### src/rtl/icd_pkg.sv
package icd_pkg;

  localparam int INSN_W   = 32;
  localparam int NCLS     = 15;
  localparam int NSPEC    = 8;
  localparam int NSPECCLS = 7;

  localparam int C_MUL    = 0;
  localparam int C_MULL   = 1;
  localparam int C_BX     = 2;
  localparam int C_SWR    = 3;
  localparam int C_SRD    = 4;
  localparam int C_SWP    = 5;
  localparam int C_HALF   = 6;
  localparam int C_DP     = 7;
  localparam int C_SINGLE = 8;
  localparam int C_BLOCK  = 9;
  localparam int C_BRANCH = 10;
  localparam int C_CPX    = 11;
  localparam int C_CPD    = 12;
  localparam int C_CPMOV  = 13;
  localparam int C_SWI    = 14;

  // Special encodings in priority order; two patterns share the status-write class.
  localparam logic [27:0] SPEC_MASK [NSPEC] = '{
    28'hFC000F0, 28'hF8000F0, 28'hFF000D0, 28'hFB0FFF0,
    28'hFB0F000, 28'hFBF0FFF, 28'hFB00FF0, 28'hE000090
  };
  localparam logic [27:0] SPEC_PAT [NSPEC] = '{
    28'h0000090, 28'h0800090, 28'h1200010, 28'h120F000,
    28'h320F000, 28'h10F0000, 28'h1000090, 28'h0000090
  };
  localparam int SPEC_CLS [NSPEC] = '{
    C_MUL, C_MULL, C_BX, C_SWR, C_SWR, C_SRD, C_SWP, C_HALF
  };

  typedef enum logic [2:0] {
    SH_LSL = 3'd0,
    SH_LSR = 3'd1,
    SH_ASR = 3'd2,
    SH_ROR = 3'd3,
    SH_RRX = 3'd4
  } shkind_e;

  typedef struct packed {
    logic [NCLS-1:0]   cls;
    logic              undef;
    logic [3:0]        cond;
    logic [3:0]        rn;
    logic [3:0]        rd;
    logic [3:0]        rs;
    logic [3:0]        rm;
    logic [3:0]        alu_op;
    logic              set_flags;
    logic              op2_imm_sel;
    logic [INSN_W-1:0] op2_imm;
    logic [2:0]        shift_kind;
    logic              shift_reg;
    logic [5:0]        shift_amt;
    logic [7:0]        xfer_imm8;
    logic              mul_signed;
    logic              mul_acc;
    logic              bx_link;
    logic              swap_byte;
    logic              cp_read;
    logic [1:0]        blk_order;
    logic              blk_user;
    logic              br_link;
  } dec_t;

endpackage

### src/rtl/icd_special_match.sv
module icd_special_match
  import icd_pkg::*;
(
  input  logic [27:0]         body_i,
  output logic [NSPECCLS-1:0] hit_o
);

  logic [NSPEC-1:0] raw;

  generate
    for (genvar k = 0; k < NSPEC; k++) begin : g_pat
      assign raw[k] = ((body_i & SPEC_MASK[k]) == SPEC_PAT[k]);
    end
  endgenerate

  always_comb begin
    hit_o = '0;
    for (int k = 0; k < NSPEC; k++) begin
      if (raw[k]) hit_o[SPEC_CLS[k]] = 1'b1;
    end
  end

endmodule

### src/rtl/icd_class_select.sv
module icd_class_select
  import icd_pkg::*;
(
  input  logic [3:0]          main_i,
  input  logic                b20_i,
  input  logic                b12_i,
  input  logic                b7_i,
  input  logic                b6_i,
  input  logic                b4_i,
  input  logic [NSPECCLS-1:0] spec_hit_i,
  output logic [NCLS-1:0]     cls_o,
  output logic                undef_o
);

  logic [NSPECCLS-1:0] spec_win;
  logic                dbl_odd;

  // Lowest class index among the special hits wins.
  always_comb begin
    spec_win = '0;
    for (int c = NSPECCLS - 1; c >= 0; c--) begin
      if (spec_hit_i[c]) spec_win = NSPECCLS'(1) << c;
    end
  end

  assign dbl_odd = !b20_i && b7_i && b6_i && b4_i && b12_i;

  always_comb begin
    cls_o   = '0;
    undef_o = 1'b0;
    case (main_i)
      4'h0, 4'h1, 4'h2, 4'h3: begin
        if (spec_win == '0) begin
          cls_o[C_DP] = 1'b1;
        end else if (spec_win[C_HALF] && dbl_odd) begin
          undef_o = 1'b1;
        end else begin
          cls_o[NSPECCLS-1:0] = spec_win;
        end
      end
      4'h4, 4'h5: cls_o[C_SINGLE] = 1'b1;
      4'h6, 4'h7: begin
        if (b4_i) undef_o = 1'b1;
        else      cls_o[C_SINGLE] = 1'b1;
      end
      4'h8, 4'h9: cls_o[C_BLOCK]  = 1'b1;
      4'hA, 4'hB: cls_o[C_BRANCH] = 1'b1;
      4'hC, 4'hD: cls_o[C_CPX]    = 1'b1;
      4'hE: begin
        if (b4_i) cls_o[C_CPMOV] = 1'b1;
        else      cls_o[C_CPD]   = 1'b1;
      end
      default:    cls_o[C_SWI]    = 1'b1;
    endcase
  end

endmodule

### src/rtl/icd_operand_expand.sv
module icd_operand_expand
  import icd_pkg::*;
(
  input  logic [11:0]       low_i,
  output logic [INSN_W-1:0] imm_o,
  output logic [2:0]        kind_o,
  output logic              by_reg_o,
  output logic [5:0]        amt_o,
  output logic [7:0]        imm8_o
);

  localparam int RW = $clog2(INSN_W) + 1;

  logic [INSN_W-1:0] base;
  logic [RW-1:0]     rot;
  logic [4:0]        sh_imm;

  assign base  = INSN_W'(low_i[7:0]);
  assign rot   = RW'({low_i[11:8], 1'b0});
  assign imm_o = (base >> rot) | (base << (RW'(INSN_W) - rot));

  assign imm8_o = {low_i[11:8], low_i[3:0]};
  assign sh_imm = low_i[11:7];

  always_comb begin
    by_reg_o = low_i[4];
    kind_o   = {1'b0, low_i[6:5]};
    amt_o    = 6'(sh_imm);
    if (low_i[4]) begin
      amt_o = '0;
    end else if (sh_imm == '0) begin
      case (low_i[6:5])
        2'd1, 2'd2: amt_o = 6'd32;
        2'd3: begin
          kind_o = SH_RRX;
          amt_o  = 6'd1;
        end
        default: amt_o = '0;
      endcase
    end
  end

endmodule

### src/rtl/icd_branch_target.sv
module icd_branch_target #(
  parameter int PC_W = 32
) (
  input  logic [23:0]     off_i,
  input  logic [PC_W-1:0] pc_i,
  output logic [PC_W-1:0] tgt_o
);

  localparam int OFF_W = 26;
  localparam int EXT_W = PC_W - OFF_W;

  logic [OFF_W-1:0] off_sh;
  logic [PC_W-1:0]  off_ext;

  assign off_sh  = {off_i, 2'b00};
  assign off_ext = {{EXT_W{off_sh[OFF_W-1]}}, off_sh};
  assign tgt_o   = pc_i + PC_W'(8) + off_ext;

endmodule

### src/rtl/insn_class_decoder.sv
module insn_class_decoder
  import icd_pkg::*;
#(
  parameter int PC_W    = 32,
  parameter bit REG_OUT = 1'b1
) (
  input  logic              clk,
  input  logic              rst,
  input  logic [31:0]       instr_i,
  input  logic [PC_W-1:0]   pc_i,
  output logic [14:0]       cls_o,
  output logic              undef_o,
  output logic [3:0]        cond_o,
  output logic [3:0]        rn_o,
  output logic [3:0]        rd_o,
  output logic [3:0]        rs_o,
  output logic [3:0]        rm_o,
  output logic [3:0]        alu_op_o,
  output logic              set_flags_o,
  output logic              op2_imm_sel_o,
  output logic [31:0]       op2_imm_o,
  output logic [2:0]        shift_kind_o,
  output logic              shift_reg_o,
  output logic [5:0]        shift_amt_o,
  output logic [7:0]        xfer_imm8_o,
  output logic              mul_signed_o,
  output logic              mul_acc_o,
  output logic              bx_link_o,
  output logic              swap_byte_o,
  output logic              cp_read_o,
  output logic [1:0]        blk_order_o,
  output logic              blk_user_o,
  output logic              br_link_o,
  output logic [PC_W-1:0]   br_target_o
);

  logic [NSPECCLS-1:0] spec_hit;
  logic [NCLS-1:0]     cls;
  logic                undef;
  logic [INSN_W-1:0]   imm;
  logic [2:0]          kind;
  logic                by_reg;
  logic [5:0]          amt;
  logic [7:0]          imm8;
  logic [PC_W-1:0]     tgt;
  dec_t                d, q;
  logic [PC_W-1:0]     tgt_q;

  icd_special_match u_spec (
    .body_i (instr_i[27:0]),
    .hit_o  (spec_hit)
  );

  icd_class_select u_sel (
    .main_i     (instr_i[27:24]),
    .b20_i      (instr_i[20]),
    .b12_i      (instr_i[12]),
    .b7_i       (instr_i[7]),
    .b6_i       (instr_i[6]),
    .b4_i       (instr_i[4]),
    .spec_hit_i (spec_hit),
    .cls_o      (cls),
    .undef_o    (undef)
  );

  icd_operand_expand u_op2 (
    .low_i    (instr_i[11:0]),
    .imm_o    (imm),
    .kind_o   (kind),
    .by_reg_o (by_reg),
    .amt_o    (amt),
    .imm8_o   (imm8)
  );

  icd_branch_target #(.PC_W(PC_W)) u_br (
    .off_i (instr_i[23:0]),
    .pc_i  (pc_i),
    .tgt_o (tgt)
  );

  always_comb begin
    d             = '0;
    d.cls         = cls;
    d.undef       = undef;
    d.cond        = instr_i[31:28];
    d.rn          = instr_i[19:16];
    d.rd          = instr_i[15:12];
    d.rs          = instr_i[11:8];
    d.rm          = instr_i[3:0];
    d.alu_op      = instr_i[24:21];
    d.set_flags   = instr_i[20];
    d.op2_imm_sel = instr_i[25] && (cls[C_DP] || cls[C_SWR]);
    d.op2_imm     = imm;
    d.shift_kind  = kind;
    d.shift_reg   = by_reg;
    d.shift_amt   = amt;
    d.xfer_imm8   = imm8;
    d.mul_signed  = cls[C_MULL] && instr_i[22];
    d.mul_acc     = (cls[C_MULL] || cls[C_MUL]) && instr_i[21];
    d.bx_link     = cls[C_BX] && instr_i[5];
    d.swap_byte   = cls[C_SWP] && instr_i[22];
    d.cp_read     = cls[C_CPMOV] && instr_i[20];
    d.blk_order   = cls[C_BLOCK] ? instr_i[24:23] : 2'b00;
    d.blk_user    = cls[C_BLOCK] && instr_i[22];
    d.br_link     = cls[C_BRANCH] && instr_i[24];
  end

  generate
    if (REG_OUT) begin : g_reg
      always_ff @(posedge clk) begin
        if (rst) begin
          q     <= '0;
          tgt_q <= '0;
        end else begin
          q     <= d;
          tgt_q <= tgt;
        end
      end
    end else begin : g_comb
      assign q     = d;
      assign tgt_q = tgt;
    end
  endgenerate

  assign cls_o         = q.cls;
  assign undef_o       = q.undef;
  assign cond_o        = q.cond;
  assign rn_o          = q.rn;
  assign rd_o          = q.rd;
  assign rs_o          = q.rs;
  assign rm_o          = q.rm;
  assign alu_op_o      = q.alu_op;
  assign set_flags_o   = q.set_flags;
  assign op2_imm_sel_o = q.op2_imm_sel;
  assign op2_imm_o     = q.op2_imm;
  assign shift_kind_o  = q.shift_kind;
  assign shift_reg_o   = q.shift_reg;
  assign shift_amt_o   = q.shift_amt;
  assign xfer_imm8_o   = q.xfer_imm8;
  assign mul_signed_o  = q.mul_signed;
  assign mul_acc_o     = q.mul_acc;
  assign bx_link_o     = q.bx_link;
  assign swap_byte_o   = q.swap_byte;
  assign cp_read_o     = q.cp_read;
  assign blk_order_o   = q.blk_order;
  assign blk_user_o    = q.blk_user;
  assign br_link_o     = q.br_link;
  assign br_target_o   = tgt_q;

endmodule

### config.mk
export PLATFORM = sky130hd
export DESIGN_NAME = insn_class_decoder
export DESIGN_NICKNAME = d
export VERILOG_FILES = /design/src/rtl/icd_pkg.sv /design/src/rtl/icd_special_match.sv /design/src/rtl/icd_class_select.sv /design/src/rtl/icd_operand_expand.sv /design/src/rtl/icd_branch_target.sv /design/src/rtl/insn_class_decoder.sv
export SDC_FILE = /design/constraint.sdc
export NUM_CORES = 1
export LEC_CHECK = 0
export BUFFER_PORTS_ARGS = -buffer_cell sky130_fd_sc_hd__buf_4
export CORE_MARGIN = 1
export CORE_UTILIZATION = 46
export CTS_CLUSTER_DIAMETER = 80
export DETAILED_ROUTE_END_ITERATION = 6
export GPL_ROUTABILITY_DRIVEN = 0
export GPL_TIMING_DRIVEN = 0
export PLACE_DENSITY = 0.73
export SETUP_SLACK_MARGIN = 0.05
export SYNTH_ARGS = -nofsm -noshare
export SYNTH_HDL_FRONTEND = slang
export SYNTH_SLANG_ARGS = --single-unit
### constraint.sdc
create_clock -name clk -period 3.2 [get_ports clk]
set_clock_uncertainty 0.15 [all_clocks]
set_input_delay 0.64 -clock clk [delete_from_list [all_inputs] [get_ports clk]]
set_output_delay 0.64 -clock clk [all_outputs]
set_load 0.01 [all_outputs]
# Word-level counts from Yosys, hierarchy flattened

Cells that the tools add are included.
Widths: inputs -> output; s select.

Word-level logic and storage cells: 130
Bits in registers: 133
Input port bits: 66
Output and inout bits: 133

Muxes and demuxes: 35
Bitwise gates (word level): 5
Shift operators: 2
Eq/ne operators: 25
Add/sub/neg operators: 3
Reductions and logical operators: 32

Operator list:

| operator              | number |
|---|---|
| $mux 7                | 9 |
| $add 32x32->32        | 1 |
| $add 32x4->32 const B | 1 |
| $or 32x32->32         | 1 |
| $shl 8x6->32          | 1 |
| $shr 8x5->32          | 1 |
| $eq 4x4->1 const B    | 7 |
| $eq 23x20->1 const B  | 1 |
| $eq 19x16->1 const B  | 1 |
| $reduce_or 2->1       | 9 |
| $mux 1                | 17 |
| $eq 4x3->1 const B    | 4 |
| $eq 15x12->1 const B  | 1 |
| $reduce_or 15->1      | 1 |
| $logic_and 1x1->1     | 13 |
| $pmux 6 s2            | 1 |
| $eq 11x8->1 const B   | 1 |
| $eq 11x9->1 const B   | 1 |
| $eq 10x4->1 const B   | 1 |
| $eq 9x5->1 const B    | 1 |
| $eq 4x2->1 const B    | 2 |
| $mux 8                | 1 |
| $reduce_or 4->1       | 2 |
| $logic_not 7->1       | 1 |
| other kinds (15)      | 23 |

# Longest topological paths before layout

Gate-level depths: netlist of run 1.

Word-level depth: 15
Mapped depth: 13
Gate-level depth less buffers: 13

# Cells and area by module

A second synthesis of run 1 with hierarchy kept.

Cell total of the unflattened synthesis: 759
Area total of the unflattened synthesis: 7006.7 um^2

Modules (own cells, without submodules):

| module             | instances | seq. area each (um^2) | cells each | area each (um^2) |
|---|---|---|---|---|
| insn_class_decoder | 1         | 2662.6                | 280        | 3568.4 |
| icd_branch_target  | 1         | 0.0                   | 232        | 1871.8 |
| icd_operand_expand | 1         | 0.0                   | 196        | 1227.4 |
| icd_class_select   | 1         | 0.0                   | 27         | 177.7 |
| icd_special_match  | 1         | 0.0                   | 24         | 161.4 |

# Worst setup path before layout of run 1

OpenSTA, ideal clock, no wires.

Path kind: input -> register
From: in instr_i[1]
To: reg tgt_q[25], in the netlist br_target_o[25]
Library setup time: 0.121 ns
Data required time: 2.929 ns
Cell stages on the path: 13
Arrival: 2.968 ns
Path buffers: 0
Setup slack: -0.039 ns
Cells stage by stage: inv_1 ha_1 inv_1 ha_1 inv_1 fa_1 nand2b_1 a21o_1 and2_1 o221ai_2 a31oi_1 o311a_1 mux2_2

Cells in the longest elaborated chain, start to end: 1

Ends and longest elaborated chain:

| what                 | RTL line                  | source |
|---|---|---|
| start, declared      | insn_class_decoder.sv:9   | `input logic [31:0] instr_i,` |
| $add 32x32->32       | icd_branch_target.sv:17   | `assign tgt_o = pc_i + PC_W'(8) + off_ext;` |
| end signal, assigned | insn_class_decoder.sv:116 | `tgt_q <= tgt;` |
| end, declared        | insn_class_decoder.sv:47  | `logic [PC_W-1:0] tgt_q;` |

Every way passes these cells.
A chain may end at the register's enable or synchronous reset.

# Worst setup path after layout of run 1

Ends and elaborated chain as after synthesis.

==> results of run 1 <==
==> routing by layer <==
metal	share of wire	up-vias	routed length, um	global-route usage
met2	0.49	252	8570	0.431
met3	0.062	30	1080	0.0520
li1	-	2784	-	-
met4	0.021	0	366	0.116
met5	0	-	0	0
met1	0.43	2702	7490	0.321
==> registers in the layout, summed over array words and instances (netlist names), 2 cells and up <==
name / cells
br_target_o: 32
op2_imm_o: 32
cls_o: 15
shift_amt_o: 6
alu_op_o: 4
cond_o: 4
rd_o: 4
rn_o: 4
rs_o: 4
rm_o: 3
shift_kind_o: 3
blk_order_o: 2
==> final cells by class <==
class | count | area, sq um
plain buffers | 45 | 226
clock buffers | 19 | 443
clock inverters | 13 | 140
fillers | 1033 | 4360
inverters | 14 | 52.6
multi-input cells | 485 | 3360
flip-flops and latches | 125 | 2500
well taps | 172 | 215
repair buffers | 197 | 1480
==> logic make-up (layout without fill, tap and decap cells) <==
logic type,count (synthesis),count (layout),synth area share
compound gates,125,125,0.138
simple gates,257,257,0.214
xor+xnor,24,24,0.0345
flops,125,125,0.410
mux,17,17,0.0289
buf+inv,59,288,0.0457
fa+ha+maj,62,62,0.128
==> per-stage QoR <==
stage / area, sq um / power, uW / cells
after floorplan: 6140 / 2350 / 669
after global placement: 7840 / 2750 / 1038
after detailed placement: 7840 / 2760 / 1038
after CTS: 8420 / 4630 / 1070
after global routing: 8420 / 4820 / 1070
final: 8420 / 4620 / 1070
==> synth_stat cells (6+ instances only) <==
| cell | number | share of area |
|---|---|---|
| inv_1 | 13 | 0.0080 |
| nand2b_1 | 6 | 0.0062 |
| nor2_1 | 83 | 0.051 |
| a211oi_1 | 6 | 0.0074 |
| o21a_1 | 7 | 0.0086 |
| clkbuf_1 | 26 | 0.016 |
| a21oi_1 | 32 | 0.026 |
| a31oi_1 | 7 | 0.0072 |
| ha_1 | 61 | 0.13 |
| mux2i_1 | 12 | 0.020 |
| nor2b_1 | 33 | 0.034 |
| buf_4 | 9 | 0.011 |
| a21o_1 | 10 | 0.012 |
| nand4_1 | 8 | 0.0082 |
| o21ai_0 | 24 | 0.020 |
| and2_1 | 10 | 0.010 |
| dfxtp_1 | 125 | 0.41 |
| and3_1 | 7 | 0.0072 |
| nand2_1 | 40 | 0.025 |
| xnor2_1 | 12 | 0.017 |
| buf_2 | 7 | 0.0057 |
| nor3_1 | 24 | 0.020 |
| nand3_1 | 14 | 0.011 |
| xor2_1 | 12 | 0.017 |
==> worst paths after layout <==
kind,startpoint,end,slack (ns),depth (start not counted)
max,instr_i[1],br_target_o[25],0.12,14
min,pc_i[0],br_target_o[0],0.29,2
==> cells in the final DEF (no fill, tap or decap), types with 12 or more instances in the layout <==
master / count
buf_4: 206
a21oi_1: 32
nor3_1: 24
nor2_1: 83
nand2_1: 40
nor2b_1: 33
clkbuf_1: 27
xor2_1: 12
inv_1: 13
dfxtp_1: 125
ha_1: 60
xnor2_1: 12
mux2i_1: 12
nand3_1: 14
clkbuf_16: 17
o21ai_0: 24
==> power breakdown <==
group,internal [uW],switching (uW),total [uW]
clock network,1170,707,1870
logic,472,575,1050
registers,1670,34.2,1700
total,3310,1320,4620
==> impl_metrics.ini, run 1 <==
[grt]
gr-total-overflow = 0
grt_pass1_wl_um = 26600
grt_max_degree = 17
antenna_found_initial = 0
grtUsageTotal = 0.258
grt_pass1_vias = 5282

[pwr]
p_leak_uw = 0.00392
power_density_nw_per_um2 = 549
ir_worst_vdd_mv = 0.226

[die]
die_h_um = 117
boundaryPins = 199
dieArea_sq_um = 13700
die_w_um = 117
start_util = 0.478
rows = 41
coreArea_sq_um = 12800

[synth]
ys_async_sr_fraction = 0
synth_flop_cell = dfxtp_1
netlist_area_sq_um = 6100
yosysSeqAreaShare = 0.410
syn_inst = 669
synth_edf_count = 0
synth_nets = 797
post_synth_num_cell_types = 68
synth-seq-cells = 125
syn_avg_cell_area_sq_um = 9.12
ys_warn_count = 0

[sta]
final.min_clock_period_ns = 3.08
max_freq_ghz = 0.324
grt_setup_unrepaired = false
slew_headroom = 0.495
fin_crit_sh = 0.964
whs_ns = 0.285
hold_viol = 0
fin_ws_ns = 0.116
maxSlewViolCount = 0
worst_pin_slew_ns = 0.758
finalSetupViolCount = 0
tns_ns = 0

[clock_tree]
path_clk_slew_ns = 0.06
ctsResizeCount = 0
htreeDepth = 4
ctsHoldBuffers = 0
cts_tree = done
clock_sinks = 125
cts_root_buf = clkbuf_16
numCtsBuffers = 17
postCtsSetupBuffers = 0
clock_path_buffers = 2

[worst_setup_path]
path_buf_inv = 4
cp-end-kind = register
critPathMaxStageDelay_ns = 0.36
cp_max_fo = 5
crit_slowest_cell = fa_2
crit_family = compound AO/OA/AOI/OAI gates
worst-setup-path-type = in -> reg
crit_required_ns = 3.35
path_common_cell = inv_1
startpoint_type = input port
crit_chain = buf_4 > inv_1 > ha_1 > inv_1 > ha_2 > inv_1 > fa_2 > nand2b_4 > a21o_1 > and2_4 > o221ai_4 > a31oi_4 > o311a_1 > mux2_2
crit_arrival_ns = 3.24

[detailed_routing]
wl_per_cell_um = 16.4
drtIter0Drc = 291
drt_wl_total_um = 17500
dr.pass1.iters = 5
ant_nets = 0
drc = 0
via_count = 5768
vias_per_cell = 5.39

[layout]
fin_util = 0.659
syn2layout_area_growth_pct = 38.0
drive_gt1_frac = 0.303
nets = 1013
diodes = 0

[place]
dp_hpwl_um = 13500
port_buffers = 197
dp_slack_ns = -0.322

[status]
status = finished, final reports clean

[flow_run]
drv_cap = 0

[hold_path]
hp-class = in -> reg
Note: power is estimated with default switching activity, not from simulation.
==> inputs of run 2 (changes only) <==
- CORE_UTILIZATION: 46 -> 51
- PLACE_DENSITY: 0.73 -> 0.77
- clock period: 3.2 -> 3 ns (I/O delays scaled with it)
==> run 2 against run 1 <==
Via count down 0.87%. Final cell count fell by 2.7%. Core utilization up 7.1 points. Combinational power rose by 9%. Global-route usage rose by 2.9 points. Flip-flop and latch count is the same. Critical path type unchanged. Sequential share of layout area about the same. Total power rose by 3.9%. Critical path depth unchanged. Cell area shrank 0.12%. The run now ends with DRC left. First-iteration DRC count grew 24%. Largest cell class unchanged.
==> impl_metrics.ini, run 2 (same netlist as run 1, synthesis figures left out) <==
[sta]
max_freq_ghz = 0.340
slew_headroom = 0.514
grt_setup_unrepaired = true
final.min_clock_period_ns = 2.94
finalSetupViolCount = 0
worst_pin_slew_ns = 0.729
fin_crit_sh = 0.980
maxSlewViolCount = 0
hold_viol = 0

[flow_run]
drv_cap = 0

[layout]
fin_area_sq_um = 8410
drive_gt1_frac = 0.315
stdcell_count = 1041
final_common_cell = buf_4
syn2layout_area_growth_pct = 37.8
layout_common_cells = buf_4 (207), dfxtp_1 (125), nor2_1 (83), ha_1 (59), nand2_1 (40)
nets = 1014
diodes = 0

[grt]
gr-total-overflow = 0
grtUsageTotal = 0.287
grt_max_degree = 17
grt_pass1_vias = 5568
grt_pass1_wl_um = 28200
antenna_found_initial = 0

[pwr]
ir_worst_vdd_mv = 0.306
p_sw_uw = 1410
swShare = 0.294
pwr-share-clk = 0.386
combinationalPowerShare = 0.236
p_seq_frac = 0.378
p_int_uw = 3390
p_leak_uw = 0.00393
power_density_nw_per_um2 = 571

[worst_setup_path]
worst-setup-path-type = in -> reg
crit_arrival_ns = 3.09
startpoint_type = input port
cp_max_fo = 5
crit_required_ns = 3.15
crit_chain = buf_4 > inv_12 > ha_4 > inv_2 > ha_4 > inv_2 > fa_2 > nand2b_4 > a21o_1 > and2_4 > o221ai_4 > a31oi_4 > o311a_1 > mux2_2
cp-end-kind = register
critPathMaxStageDelay_ns = 0.36
crit_slowest_cell = fa_2

[place]
placed_area_sq_um = 7840
dp_hpwl_um = 13400
port_buffers = 197
dp.cells = 1009

[detailed_routing]
dr.pass1.iters = 7
vias_per_cell = 5.49
drc = 32
drtIter0Drc = 360
ant_nets = 0
via_count = 5718
wl_per_cell_um = 16.8
drt_wl_total_um = 17500

[die]
boundaryPins = 199
rows = 39
start_util = 0.530
dieArea_sq_um = 12400
coreArea_sq_um = 11500
die_h_um = 111
die_w_um = 111

[clock_tree]
clock_sinks = 125
cts_tree = done
clock_path_buffers = 2
htreeDepth = 4
numCtsBuffers = 17
cts_root_buf = clkbuf_16
path_clk_slew_ns = 0.06

[status]
violations = DRC
status = complete, but fails checks

[hold_path]
hp-class = in -> reg
-- run 2: changes by cell type in the layout (fill, tap and decap cells not counted), sizes merged --
cell and delta:
clkinvlp -3, bufinv -2, clkinv +2, inv +2, buf +1
-- run 2: metal layers --
metal | GRT usage | wire length (um) | vias up
li1 | - | - | 2775
met1 | 0.356 | 7230 | 2635
met2 | 0.481 | 8490 | 266
met3 | 0.0566 | 1280 | 42
met4 | 0.136 | 534 | 0
met5 | 0 | 0 | -
-- run 2: what timing repair did --
action / 4_1_cts / 5_1_grt
hold buffers: 0 / 0
buffers inserted: 0 / 1
resized for setup: 0 / 6
endpoints found under the setup margin: 0 / 9
-- run 2: final cells by class --
cell class | instances | area, sq um
clock inverter | 12 | 88.8
inverter | 14 | 65.1
sequential | 125 | 2500
tap | 143 | 179
clock buffer | 19 | 453
buffer | 45 | 228
multi-input combinational | 485 | 3410
fill | 862 | 3110
timing repair buffer | 198 | 1490
-- run 2: critical path: cells and delay by family --
family | cells | cell delay (ns)
fa+ha+maj | 3 | 0.74
mux | 1 | 0.27
compound gates | 4 | 0.87
simple gates | 2 | 0.32
buf+inv | 4 | 0.31
-- run 2: per-stage QoR --
step | TNS, ns | hold WS [ns] | total power [uW] | setup slack (ns) | utilization
2_1_floorplan | 0 | 0.525 | 2520 | 0.0143 | -
3_3_place_gp | -2.33 | 0.662 | 2930 | -0.343 | 0.681
3_5_place_dp | -3.35 | 0.665 | 2950 | -0.369 | 0.681
4_1_cts | 0 | 0.237 | 4810 | 0.0706 | 0.728
5_1_grt | 0 | 0.247 | 5020 | 0.0380 | 0.730
6_report | 0 | 0.251 | 4800 | 0.0615 | 0.730
-- run 2: final timing paths --
check	startpoint	endpoint	slack, ns	cells after the start
setup / recovery	instr_i[1]	br_target_o[25]	0.06	14
hold / removal	pc_i[0]	br_target_o[0]	0.25	2
-- run 2: power by group through the flow --
stage | clock network, uW | logic (uW) | registers [uW]
3_3_place_gp | 0 | 1090 | 1850
2_1_floorplan | 0 | 609 | 1910
6_report | 1860 | 1140 | 1810
4_1_cts | 1880 | 1120 | 1810
5_1_grt | 1960 | 1240 | 1820
3_5_place_dp | 0 | 1110 | 1850
==> inputs of run 3 (changes only) <==
- ABC_CLOCK_PERIOD_IN_PS: unset -> 3100
- clock period: 3 -> 3.1 ns (I/O delays scaled with it)
==> run 3 against run 2 <==
The run still ends with DRC left. Hold slack better by 0.015 ns. Final cell count increased by 0.77%. Sequential power decreased by 3%. Flip-flop and latch count did not move. Total power fell by 1.2%.
==> impl_metrics.ini, run 3 (same netlist as run 1, synthesis figures left out) <==
[status]
status = complete, but fails checks
violations = DRC

[grt]
antenna_found_initial = 0
grt_max_degree = 17
grt_pass1_wl_um = 28200
grt_pass1_vias = 5596
grtUsageTotal = 0.290
gr-total-overflow = 0

[die]
boundaryPins = 199
die_h_um = 111
rows = 39
coreArea_sq_um = 11500
die_w_um = 111
start_util = 0.530
dieArea_sq_um = 12400

[clock_tree]
htreeDepth = 4
clock_path_buffers = 2
path_clk_slew_ns = 0.06
clock_sinks = 125
cts_root_buf = clkbuf_16
numCtsBuffers = 17
cts_tree = done

[place]
dp_slack_ns = -0.409
port_buffers = 197
placed_area_sq_um = 7800
dp.cells = 1009
dp_hpwl_um = 13400

[detailed_routing]
via_count = 5821
drc = 32
ant_nets = 0
drt_wl_total_um = 17800
vias_per_cell = 5.55
dr.pass1.iters = 7
drtIter0Drc = 369
wl_per_cell_um = 17.0

[layout]
fillers = 854
diodes = 0
nets = 1021
layout_common_cells = buf_4 (212), dfxtp_1 (125), nor2_1 (83), ha_1 (59), nand2_1 (40)
final_common_cell = buf_4
syn2layout_area_growth_pct = 39.0
stdcell_count = 1049
fin_util = 0.736
drive_gt1_frac = 0.318
fin_area_sq_um = 8480

[pwr]
p_leak_uw = 0.00396
ir_worst_vdd_mv = 0.336
power_density_nw_per_um2 = 560

[sta]
grt_setup_unrepaired = false
fin_crit_sh = 0.976
fin_ws_ns = 0.0734
maxSlewViolCount = 0
hold_viol = 0
finalSetupViolCount = 0
max_freq_ghz = 0.330
worst_pin_slew_ns = 0.713
slew_headroom = 0.525
tns_ns = 0
final.min_clock_period_ns = 3.03

[worst_setup_path]
worst-setup-path-type = in -> reg
cp_max_fo = 8
cp-end-kind = register
crit_arrival_ns = 3.18
startpoint_type = input port
crit_required_ns = 3.25

[flow_run]
drv_cap = 0

[hold_path]
hp-class = in -> reg
run 3: changes by cell type in the layout (fill, tap and decap cells not counted), moves of 2 or more:
cell / change
a21oi_1: +2
a21oi_2: -2
buf_4: +5
buf_6: +2
clkinvlp_4: +3
inv_4: +2
inv_6: -2
run 3: power by group:
part | internal [uW] | total (uW) | switching (uW)
registers | 1720 | 1760 | 35.3
clock network | 1140 | 1880 | 736
logic | 509 | 1110 | 602
run 3: cell type report:
type | instances | area (sq um) | share of cell area
clock buffers | 19 | 453 | 0.0534
clock inverters | 13 | 115 | 0.0136
flip-flops and latches | 125 | 2500 | 0.295
plain buffers | 45 | 228 | 0.0269
repair buffers | 205 | 1550 | 0.182
well taps | 143 | 179 | 0.0211
inverters | 14 | 57.6 | 0.00679
multi-input cells | 485 | 3400 | 0.401
run 3: layer usage:
layer,GRT usage,vias up,wire length [um]
met5,0,-,0
met4,0.130,0,553
met3,0.0572,43,1200
met2,0.493,266,8760
met1,0.355,2709,7340
li1,-,2803,-
run 3: worst paths after layout:
kind	slack, ns	to	from	depth (start not counted)
worst max-delay path	0.07	br_target_o[23]	instr_i[4]	11
worst min-delay path	0.27	br_target_o[0]	pc_i[0]	2
run 3: critical path, cell delays in order:
cell and delay [ns]:
buf_4 0.16, ha_1 0.30, ha_1 0.35, o211ai_1 0.23, a21o_1 0.16, buf_4 0.13
nand3_1 0.10, a21oi_1 0.32, nand2_1 0.19, a21oi_1 0.26, mux2_2 0.37
run 3: through the flow:
stage	power (uW)	hold WS [ns]
2_1_floorplan	2430	0.545
3_3_place_gp	2830	0.682
3_5_place_dp	2850	0.692
4_1_cts	4740	0.259
5_1_grt	4960	0.257
6_report	4750	0.266
run 3: timing repair:
| action | CTS | global route |
|---|---|---|
| endpoints found under the setup margin | 1 | 5 |
| cloned | 0 | 0 |
| pin swaps | 1 | 7 |
| gates resized for setup | 0 | 15 |
| hold buffers | 0 | 0 |
| buffers inserted | 0 | 8 |
| endpoints found under the hold margin | 0 | 0 |
